$ cat config.mk
export PLATFORM = sky130hd
export DESIGN_NAME = dbnc_port_filter
export DESIGN_NICKNAME = d
export VERILOG_FILES = /design/src/rtl/dbnc_pkg.sv /design/src/rtl/dbnc_tick_gen.sv /design/src/rtl/dbnc_sync.sv /design/src/rtl/dbnc_cfg.sv /design/src/rtl/dbnc_pin.sv /design/src/rtl/dbnc_port_filter.sv
export SDC_FILE = /design/constraint.sdc
export NUM_CORES = 1
export LEC_CHECK = 0
export BUFFER_PORTS_ARGS = -buffer_cell sky130_fd_sc_hd__buf_4
export CAP_MARGIN = 15
export CORE_AREA = 2 2 166 208
export DETAILED_ROUTE_END_ITERATION = 12
export DIE_AREA = 0 0 168 210
export PLACE_DENSITY = 0.47
export SYNTH_ARGS = -nofsm -noshare
export SYNTH_HDL_FRONTEND = slang
export SYNTH_HIERARCHICAL = 1
export SYNTH_SLANG_ARGS = --single-unit
$ cat constraint.sdc
create_clock -name clk -period 2.8 [get_ports clk]
set_clock_uncertainty 0.15 [all_clocks]
set_input_delay 0.84 -clock clk [delete_from_list [all_inputs] [get_ports clk]]
set_output_delay 0.84 -clock clk [all_outputs]
set_load 0.03 [all_outputs]
$ cat src/rtl/dbnc_pkg.sv
package dbnc_pkg;

  // Register select for the configuration write port
  typedef enum logic {
    SEL_PERIOD = 1'b0,
    SEL_ENABLE = 1'b1
  } cfg_sel_e;

  // Mode a single pin is currently operating in
  typedef enum logic {
    MODE_PASS   = 1'b0,
    MODE_FILTER = 1'b1
  } pin_mode_e;

endpackage

$ cat src/rtl/dbnc_tick_gen.sv
module dbnc_tick_gen #(
  parameter int TICK_DIV = 200000
) (
  input  logic clk,
  input  logic rst,
  output logic tick
);
  localparam int DIV_W = (TICK_DIV > 1) ? $clog2(TICK_DIV) : 1;
  localparam logic [DIV_W-1:0] LAST = DIV_W'(TICK_DIV - 1);

  logic [DIV_W-1:0] div_q;
  logic             tick_q;

  always_ff @(posedge clk) begin
    if (rst) begin
      div_q  <= '0;
      tick_q <= 1'b0;
    end else if (div_q == LAST) begin
      div_q  <= '0;
      tick_q <= 1'b1;
    end else begin
      div_q  <= div_q + 1'b1;
      tick_q <= 1'b0;
    end
  end

  assign tick = tick_q;

  generate
    if (TICK_DIV > 1) begin : g_tick_chk
      // a tick never lasts more than one cycle
      a_r9_single_pulse: assert property (@(posedge clk) disable iff (rst)
        tick_q |=> !tick_q);
    end
  endgenerate

endmodule

$ cat src/rtl/dbnc_sync.sv
module dbnc_sync #(
  parameter int PINS   = 8,
  parameter int STAGES = 2
) (
  input  logic            clk,
  input  logic            rst,
  input  logic [PINS-1:0] d_async,
  output logic [PINS-1:0] d_sync
);
  genvar p;
  generate
    for (p = 0; p < PINS; p++) begin : g_pin
      logic [STAGES-1:0] chain_q;
      always_ff @(posedge clk) begin
        if (rst) chain_q <= '0;
        else     chain_q <= {chain_q[STAGES-2:0], d_async[p]};
      end
      assign d_sync[p] = chain_q[STAGES-1];
    end
  endgenerate

endmodule

$ cat src/rtl/dbnc_cfg.sv
module dbnc_cfg
  import dbnc_pkg::*;
#(
  parameter int PINS    = 8,
  parameter int CNT_W   = 8,
  parameter bit DBNC_EN = 1'b1
) (
  input  logic              clk,
  input  logic              rst,
  input  logic              we,
  input  logic              sel,
  input  logic [2*PINS-1:0] wdata,
  output logic [CNT_W-1:0]  period,
  output logic [PINS-1:0]   enable
);
  generate
    if (DBNC_EN) begin : g_regs
      logic [CNT_W-1:0] period_q;
      logic [PINS-1:0]  enable_q;
      logic [PINS-1:0]  sel_mask;
      logic [PINS-1:0]  new_vals;
      cfg_sel_e         sel_e;

      assign sel_e    = cfg_sel_e'(sel);
      assign sel_mask = wdata[2*PINS-1:PINS];
      assign new_vals = wdata[PINS-1:0];

      always_ff @(posedge clk) begin
        if (rst) begin
          period_q <= '0;
          enable_q <= '0;
        end else if (we) begin
          if (sel_e == SEL_PERIOD) period_q <= wdata[CNT_W-1:0];
          else enable_q <= (enable_q & ~sel_mask) | (new_vals & sel_mask);
        end
      end

      assign period = period_q;
      assign enable = enable_q;

      // a period write lands on the next cycle
      a_r2_period_load: assert property (@(posedge clk) disable iff (rst)
        (we && sel == 1'b0) |=> period_q == $past(wdata[CNT_W-1:0]));

      // pins outside the write mask keep their enable
      a_r3_unmasked_kept: assert property (@(posedge clk) disable iff (rst)
        (we && sel == 1'b1) |=>
          ((enable_q & ~$past(sel_mask)) == ($past(enable_q) & ~$past(sel_mask))));
    end else begin : g_absent
      logic unused_ok;
      assign unused_ok = &{1'b0, clk, rst, we, sel, wdata};
      assign period = '0;
      assign enable = '0;
    end
  endgenerate

endmodule

$ cat src/rtl/dbnc_pin.sv
module dbnc_pin
  import dbnc_pkg::*;
#(
  parameter int CNT_W = 8
) (
  input  logic             clk,
  input  logic             rst,
  input  logic             d_sync,
  input  logic             en,
  input  logic [CNT_W-1:0] period,
  input  logic             tick,
  output logic             q
);
  pin_mode_e        mode;
  logic             filt_q;
  logic [CNT_W-1:0] cnt_q;
  logic [CNT_W:0]   cnt_next;
  logic             reached;

  assign mode     = (en && period != '0) ? MODE_FILTER : MODE_PASS;
  assign cnt_next = {1'b0, cnt_q} + 1'b1;
  assign reached  = cnt_next >= {1'b0, period};

  always_ff @(posedge clk) begin
    if (rst) begin
      filt_q <= 1'b0;
      cnt_q  <= '0;
    end else if (mode == MODE_PASS) begin
      filt_q <= d_sync;
      cnt_q  <= '0;
    end else if (d_sync == filt_q) begin
      cnt_q  <= '0;
    end else if (tick) begin
      if (reached) begin
        filt_q <= d_sync;
        cnt_q  <= '0;
      end else begin
        cnt_q  <= cnt_next[CNT_W-1:0];
      end
    end
  end

  assign q = filt_q;

  // a bypassed pin copies its synchronised input
  a_r4_pass_follow: assert property (@(posedge clk) disable iff (rst)
    (mode == MODE_PASS) |=> filt_q == $past(d_sync));

  // a filtering pin moves only on a tick
  a_r5_tick_only: assert property (@(posedge clk) disable iff (rst)
    (mode == MODE_FILTER && !tick) |=> $stable(filt_q));

  // a filtering pin whose input matches its output stays put
  a_r6_match_hold: assert property (@(posedge clk) disable iff (rst)
    (mode == MODE_FILTER && d_sync == filt_q) |=> $stable(filt_q));

endmodule

$ cat src/rtl/dbnc_port_filter.sv
module dbnc_port_filter #(
  parameter int PINS        = 8,
  parameter int CNT_W       = 8,
  parameter int TICK_DIV    = 200000,
  parameter int SYNC_STAGES = 2,
  parameter bit DBNC_EN     = 1'b1
) (
  input  logic              clk,
  input  logic              rst,
  input  logic              cfg_we,
  input  logic              cfg_sel,
  input  logic [2*PINS-1:0] cfg_wdata,
  input  logic [PINS-1:0]   pin_raw,
  output logic [PINS-1:0]   pin_filt,
  output logic [CNT_W-1:0]  cfg_period,
  output logic [PINS-1:0]   cfg_enable,
  output logic              ms_tick
);
  logic [PINS-1:0]  raw_sync;
  logic [CNT_W-1:0] period;
  logic [PINS-1:0]  enable;
  logic             tick;

  dbnc_tick_gen #(.TICK_DIV(TICK_DIV)) u_tick (
    .clk (clk),
    .rst (rst),
    .tick(tick)
  );

  dbnc_sync #(.PINS(PINS), .STAGES(SYNC_STAGES)) u_sync (
    .clk    (clk),
    .rst    (rst),
    .d_async(pin_raw),
    .d_sync (raw_sync)
  );

  dbnc_cfg #(.PINS(PINS), .CNT_W(CNT_W), .DBNC_EN(DBNC_EN)) u_cfg (
    .clk   (clk),
    .rst   (rst),
    .we    (cfg_we),
    .sel   (cfg_sel),
    .wdata (cfg_wdata),
    .period(period),
    .enable(enable)
  );

  genvar p;
  generate
    for (p = 0; p < PINS; p++) begin : g_pin
      dbnc_pin #(.CNT_W(CNT_W)) u_pin (
        .clk   (clk),
        .rst   (rst),
        .d_sync(raw_sync[p]),
        .en    (enable[p]),
        .period(period),
        .tick  (tick),
        .q     (pin_filt[p])
      );
    end
  endgenerate

  assign cfg_period = period;
  assign cfg_enable = enable;
  assign ms_tick    = tick;

endmodule

Word-level counts from Yosys, hierarchy flattened --
Cells that the tools add are included.
Cells by class: add/subtract/negate cells 9, $mul 0, div/mod/pow operators 0, $lt $le $gt $ge 8, equal/unequal tests 33, shift operators 0, muxes and demuxes 49, bitwise operators 13, reduce and logical (&&, ||, !) cells 28
Operators with widths (count):
- 8-bit by 1-bit adder with 9-bit output, second input constant | 8
- 9-bit by 8-bit greater-or-equal comparator with 1-bit output | 8
- 8-bit 2-to-1 mux | 8
- 2-bit != test, second input constant | 24
- 1-bit 2-to-1 mux | 41
- 3-bit AND reduction | 8
- 3-bit OR reduction | 8
- 18-bit by 1-bit adder with 18-bit output, second input constant | 1
- 18-bit == test, second input constant | 1
- 8-bit bitwise AND | 2
- 1-bit inverter | 9
- 1-bit == test | 8
- 1-bit logical AND | 8
- 8-bit inverter | 1
- 8-bit bitwise OR | 1
- 8-bit nonzero test | 1
- 2-bit AND reduction | 2
- 2-bit OR reduction | 1
Storage, ports and cells: register bits after elaboration 123, latch bits 0, memory bits (writable) 0, memory bits (read-only) 0, input port bits 28, output and inout port bits 25, logic and storage cells 168, memories kept 0

Depth between registers and ports, before layout --
word-level depth 6, mapped depth 10, mapped depth without buffers 10

Hierarchy --
The synthesis kept the hierarchy.
By module, submodules not included:
- dbnc_pin (g_pin[0].u_pin ...) | instances 7, cells each 95, area an instance 812.0 um^2
- dbnc_pin (g_pin[4].u_pin) | instances 1, cells each 102, area an instance 857.1 um^2
- dbnc_tick_gen | instances 1, cells each 95, area an instance 857.1 um^2
- dbnc_cfg | instances 1, cells each 62, area an instance 636.9 um^2
- dbnc_sync | instances 1, cells each 41, area an instance 524.3 um^2

Worst setup path after synthesis --
Ideal clock, no wire load.
path type flip-flop to flip-flop, start point reg g_pin[0].u_pin.cnt_q[4], end point reg g_pin[0].u_pin.cnt_q[7], library setup time 60 ps, data arrival time 2325 ps, required time 2590 ps, path slack 265 ps, stages on the path, launching flop included 11, buffers on the path 0, clock period less this slack 2535 ps, cells stage by stage dfxtp_1 -> and3_1 -> nand3_1 -> nor2_1 -> xor2_1 -> ha_1 -> and3_1 -> a221oi_1 -> o21a_1 -> and2_1 -> a41o_1
Between the ends: cells in the longest elaborated chain, start to end 3
Ends and longest elaborated chain:
- start: declaration | RTL line dbnc_pin.sv:16 | logic [CNT_W-1:0] cnt_q;
- start signal: assignment | RTL line dbnc_pin.sv:38 | cnt_q <= cnt_next[CNT_W-1:0];
- 8-bit by 1-bit adder with 9-bit output * | RTL line dbnc_pin.sv:21 | assign cnt_next = {1'b0, cnt_q} + 1'b1;
- 9-bit by 8-bit greater-or-equal comparator with 1-bit output | RTL line dbnc_pin.sv:22 | assign reached = cnt_next >= {1'b0, period};
- 8-bit 2-to-1 mux * | RTL line dbnc_pin.sv:34 | if (reached) begin
Mark *: on every way between the ends. The rest lies on a longest branch, timed or not. A chain may end at the register's enable or synchronous reset.

Worst setup path in the final report --
start point reg u_cfg.g_regs.period_q[3], in the netlist u_cfg/period[3], end point out cfg_period[3]
RTL lines:
- start: declaration | RTL line dbnc_cfg.sv:18 | logic [CNT_W-1:0] period_q;
- start signal: assignment | RTL line dbnc_cfg.sv:33 | if (sel_e == SEL_PERIOD) period_q <= wdata[CNT_W-1:0];
- end: declaration | RTL line dbnc_port_filter.sv:15 | output logic [CNT_W-1:0] cfg_period,
No word-level cell between the ends.

==> impl_metrics.tcl <==
set metrics [dict create \
    ys_warn_count 6 \
    dpl_cell_area_um2 9820 \
    wl_met1_mm 10.1 \
    finalWirelength_mm 22.1 \
    critPathTopFamily "flip-flops" \
    coreArea_um2 33300 \
    run_status "completed" \
    synth_top_area_share_pct 28.8 \
    dr.pass1.iters 4 \
    cts_hold_buf 0 \
    power_uw 4740 \
    crit_top_cell "buf_4" \
    syn_nets 1066 \
    final_cell_area_um2 10500 \
    avgSynthCellArea_um2 8.87 \
    critPathLaunchType "flip-flop" \
    ys_types 64 \
    area_growth_pct 23.2 \
    antenna_found_initial 0 \
    boundaryPins 53 \
    drc 0 \
    row_count 75 \
    dieArea_um2 35300 \
    clk_path_buf_depth 2 \
    synth_top_family_by_area "simple AND/OR/NAND/NOR gates" \
    place_congestion 0.793 \
    grt_max_degree 78 \
    setup_viol 0 \
    yosysTopAreaCell "dfxtp_1" \
    total_leakage_power_uw 0.00427 \
    start_util_pct 25.7 \
    htreeDepth 4 \
    drtIter0Drc 305 \
    die_width_um 168 \
    dp_hpwl_mm 15.9 \
    yosys-top-cells-count "dfxtp_1, ha_1, nand3_1, inv_1, nand2b_1" \
    fin_crit_sh_pct 92.9 \
    synth_edf_count 0 \
    cts_num_sinks 123 \
    cts_tree "yes" \
    die_h_um 210 \
    vias_per_cell 4.78 \
    netlist_top_cells_area "dfxtp_1, ha_1, nand2b_1" \
    antennaDiodeCount 0 \
    powerDensity_nw_per_um2 450 \
    synth_fa_ha_area_share_pct 10.7 \
    yosysMostFrequentCell "dfxtp_1" \
    grt_pass1_vias 7242 \
    fmax_mhz 385 \
    crit_required_ns 1.81 \
    drive_gt1_share_pct 21.3 \
    vias 7231 \
    path_cells "buf_4 -> buf_4" \
    root_buffer "clkbuf_16" \
    ff_latch_area_um2 2470 \
    routed-wl-met3_um 525 \
    syn-cell-area_um2 8560 \
    worst-path-buf-inv 2 \
    ys_seq_elements 123 \
    nets 1178 \
    cap_violations 0 \
    yosys.area_share.xor_xnor_pct 7.67 \
    cp.arrival_ns 1.61 \
    hold_class "reg2reg" \
    wl_per_cell_um 14.6 \
    fin_util_pct 31.7 \
    clk_latency_ns 0.42 \
    critPathCaptureType "output pin" \
    slew_headroom_pct 51.7 \
    setup_tns_ns 0 \
    grt_pass1_wl_mm 36.5 \
    worstPathMaxFanout 12 \
    synth-simple-area-share_pct 30.6 \
    fin_crit_ns 2.60 \
    grtUsageTotal_pct 12.8 \
    cp_slowest_cell "dfxtp_1" \
    cts_buffers 17 \
    io_buffers 52 \
    grt_overflow 0 \
    synth_compound_area_share_pct 14.3 \
    dr_wl_met2_mm 11.1 \
    worst-slew-pin-transition_ns 0.724 \
    cts.clk_slew.worst_paths_ns 0.06 \
    ys_seq_area_share_pct 28.8 \
    multi_input_area_um2 5720 \
    synth_mux_area_share_pct 2.92 \
    vdd_drop_max_mv 0.340 \
    hold_violations 0 \
    yosys_most_used_dff "dfxtp_1" \
    crit_path_max_incr_delay_ns 0.78 \
    synth_cells 965 \
    final_max_slew_viol_count 0 \
    async_flop_share_pct 0 \
    ant_nets 0 \
    critical_path_class "reg2out" \
    fillers 3478 \
    top_layer "met4" \
]
power by group:
group / internal (µW) / switching (µW)
Combinational: 226 / 286
Clock: 1620 / 801
Sequential: 1780 / 29.4
Total: 3630 / 1120
cell families after synthesis:
family / after synthesis
simple gates: 420
compound gates: 163
flops: 123
buf+inv: 92
fa+ha+maj: 73
xor+xnor: 69
mux: 25
cell usage in the layout, fill, tap and decap left out, types with 22 or more instances in the layout:
master	n
a21o_1	22
dfxtp_1	121
mux2i_1	25
xor2_1	22
nand4_1	30
nor2_1	47
xnor2_1	40
buf_4	125
nor3b_1	29
inv_1	58
and3_1	22
nand2_1	38
nand3_1	60
nand2b_1	57
ha_1	72
a21oi_1	37
state kept, by name, summed over array words and instances, names as in the netlist, named ones only:
| name | cells |
|---|---|
| g_pin.u_pin/cnt_q | 64 |
| u_tick/div_q | 18 |
| u_sync/g_pin.chain_q | 16 |
| g_pin.u_pin/q | 8 |
| u_cfg/period | 8 |
| u_tick/tick | 1 |
layer usage:
metal  global-route usage (%)  vias up
met5                        0        -
met4                     4.41        0
met3                     2.53       26
met2                     22.3       73
met1                     15.7     3419
li1                         -     3713
area by class of cell:
class                      instances  area share [%]
sequential                       123            23.4
inverter                          58            2.06
tap                              423            5.02
clock inverter                     8            1.57
clock buffer                      24            4.47
timing repair buffer             127            9.28
multi-input combinational        750            54.2
worst paths after layout:
path                                              start                                    end  depth (start not counted)  slack [ns]
setup reg to reg   g_pin[7].u_pin/cnt_q[4]$_SDFFE_PP0P_   g_pin[7].u_pin/cnt_q[4]$_SDFFE_PP0P_                         11        0.20
hold / removal    u_sync/g_pin[1].chain_q[0]$_SDFF_PP0_  u_sync/g_pin[1].chain_q[1]$_SDFF_PP0_                          1        0.29
setup / recovery           u_cfg/period[3]$_SDFFE_PP0P_                          cfg_period[3]                          2        0.20
hold reg to reg   u_sync/g_pin[1].chain_q[0]$_SDFF_PP0_  u_sync/g_pin[1].chain_q[1]$_SDFF_PP0_                          1        0.29
through the flow:
step	cells	worst slack (ns)	hold WS [ns]
global route	1513	-0.00391	0.306
CTS	1509	0.0325	0.290
detailed placement	1477	0.0453	0.276
finish	1513	0.200	0.286
global placement	1477	0.0675	0.269
floorplan	965	0.265	0.265
what timing repair did:
item,4_1_cts,5_1_grt
buffers inserted,0,4
setup endpoints to repair,0,52
resized for setup,0,14
Power figures use the tool's default switching activity.
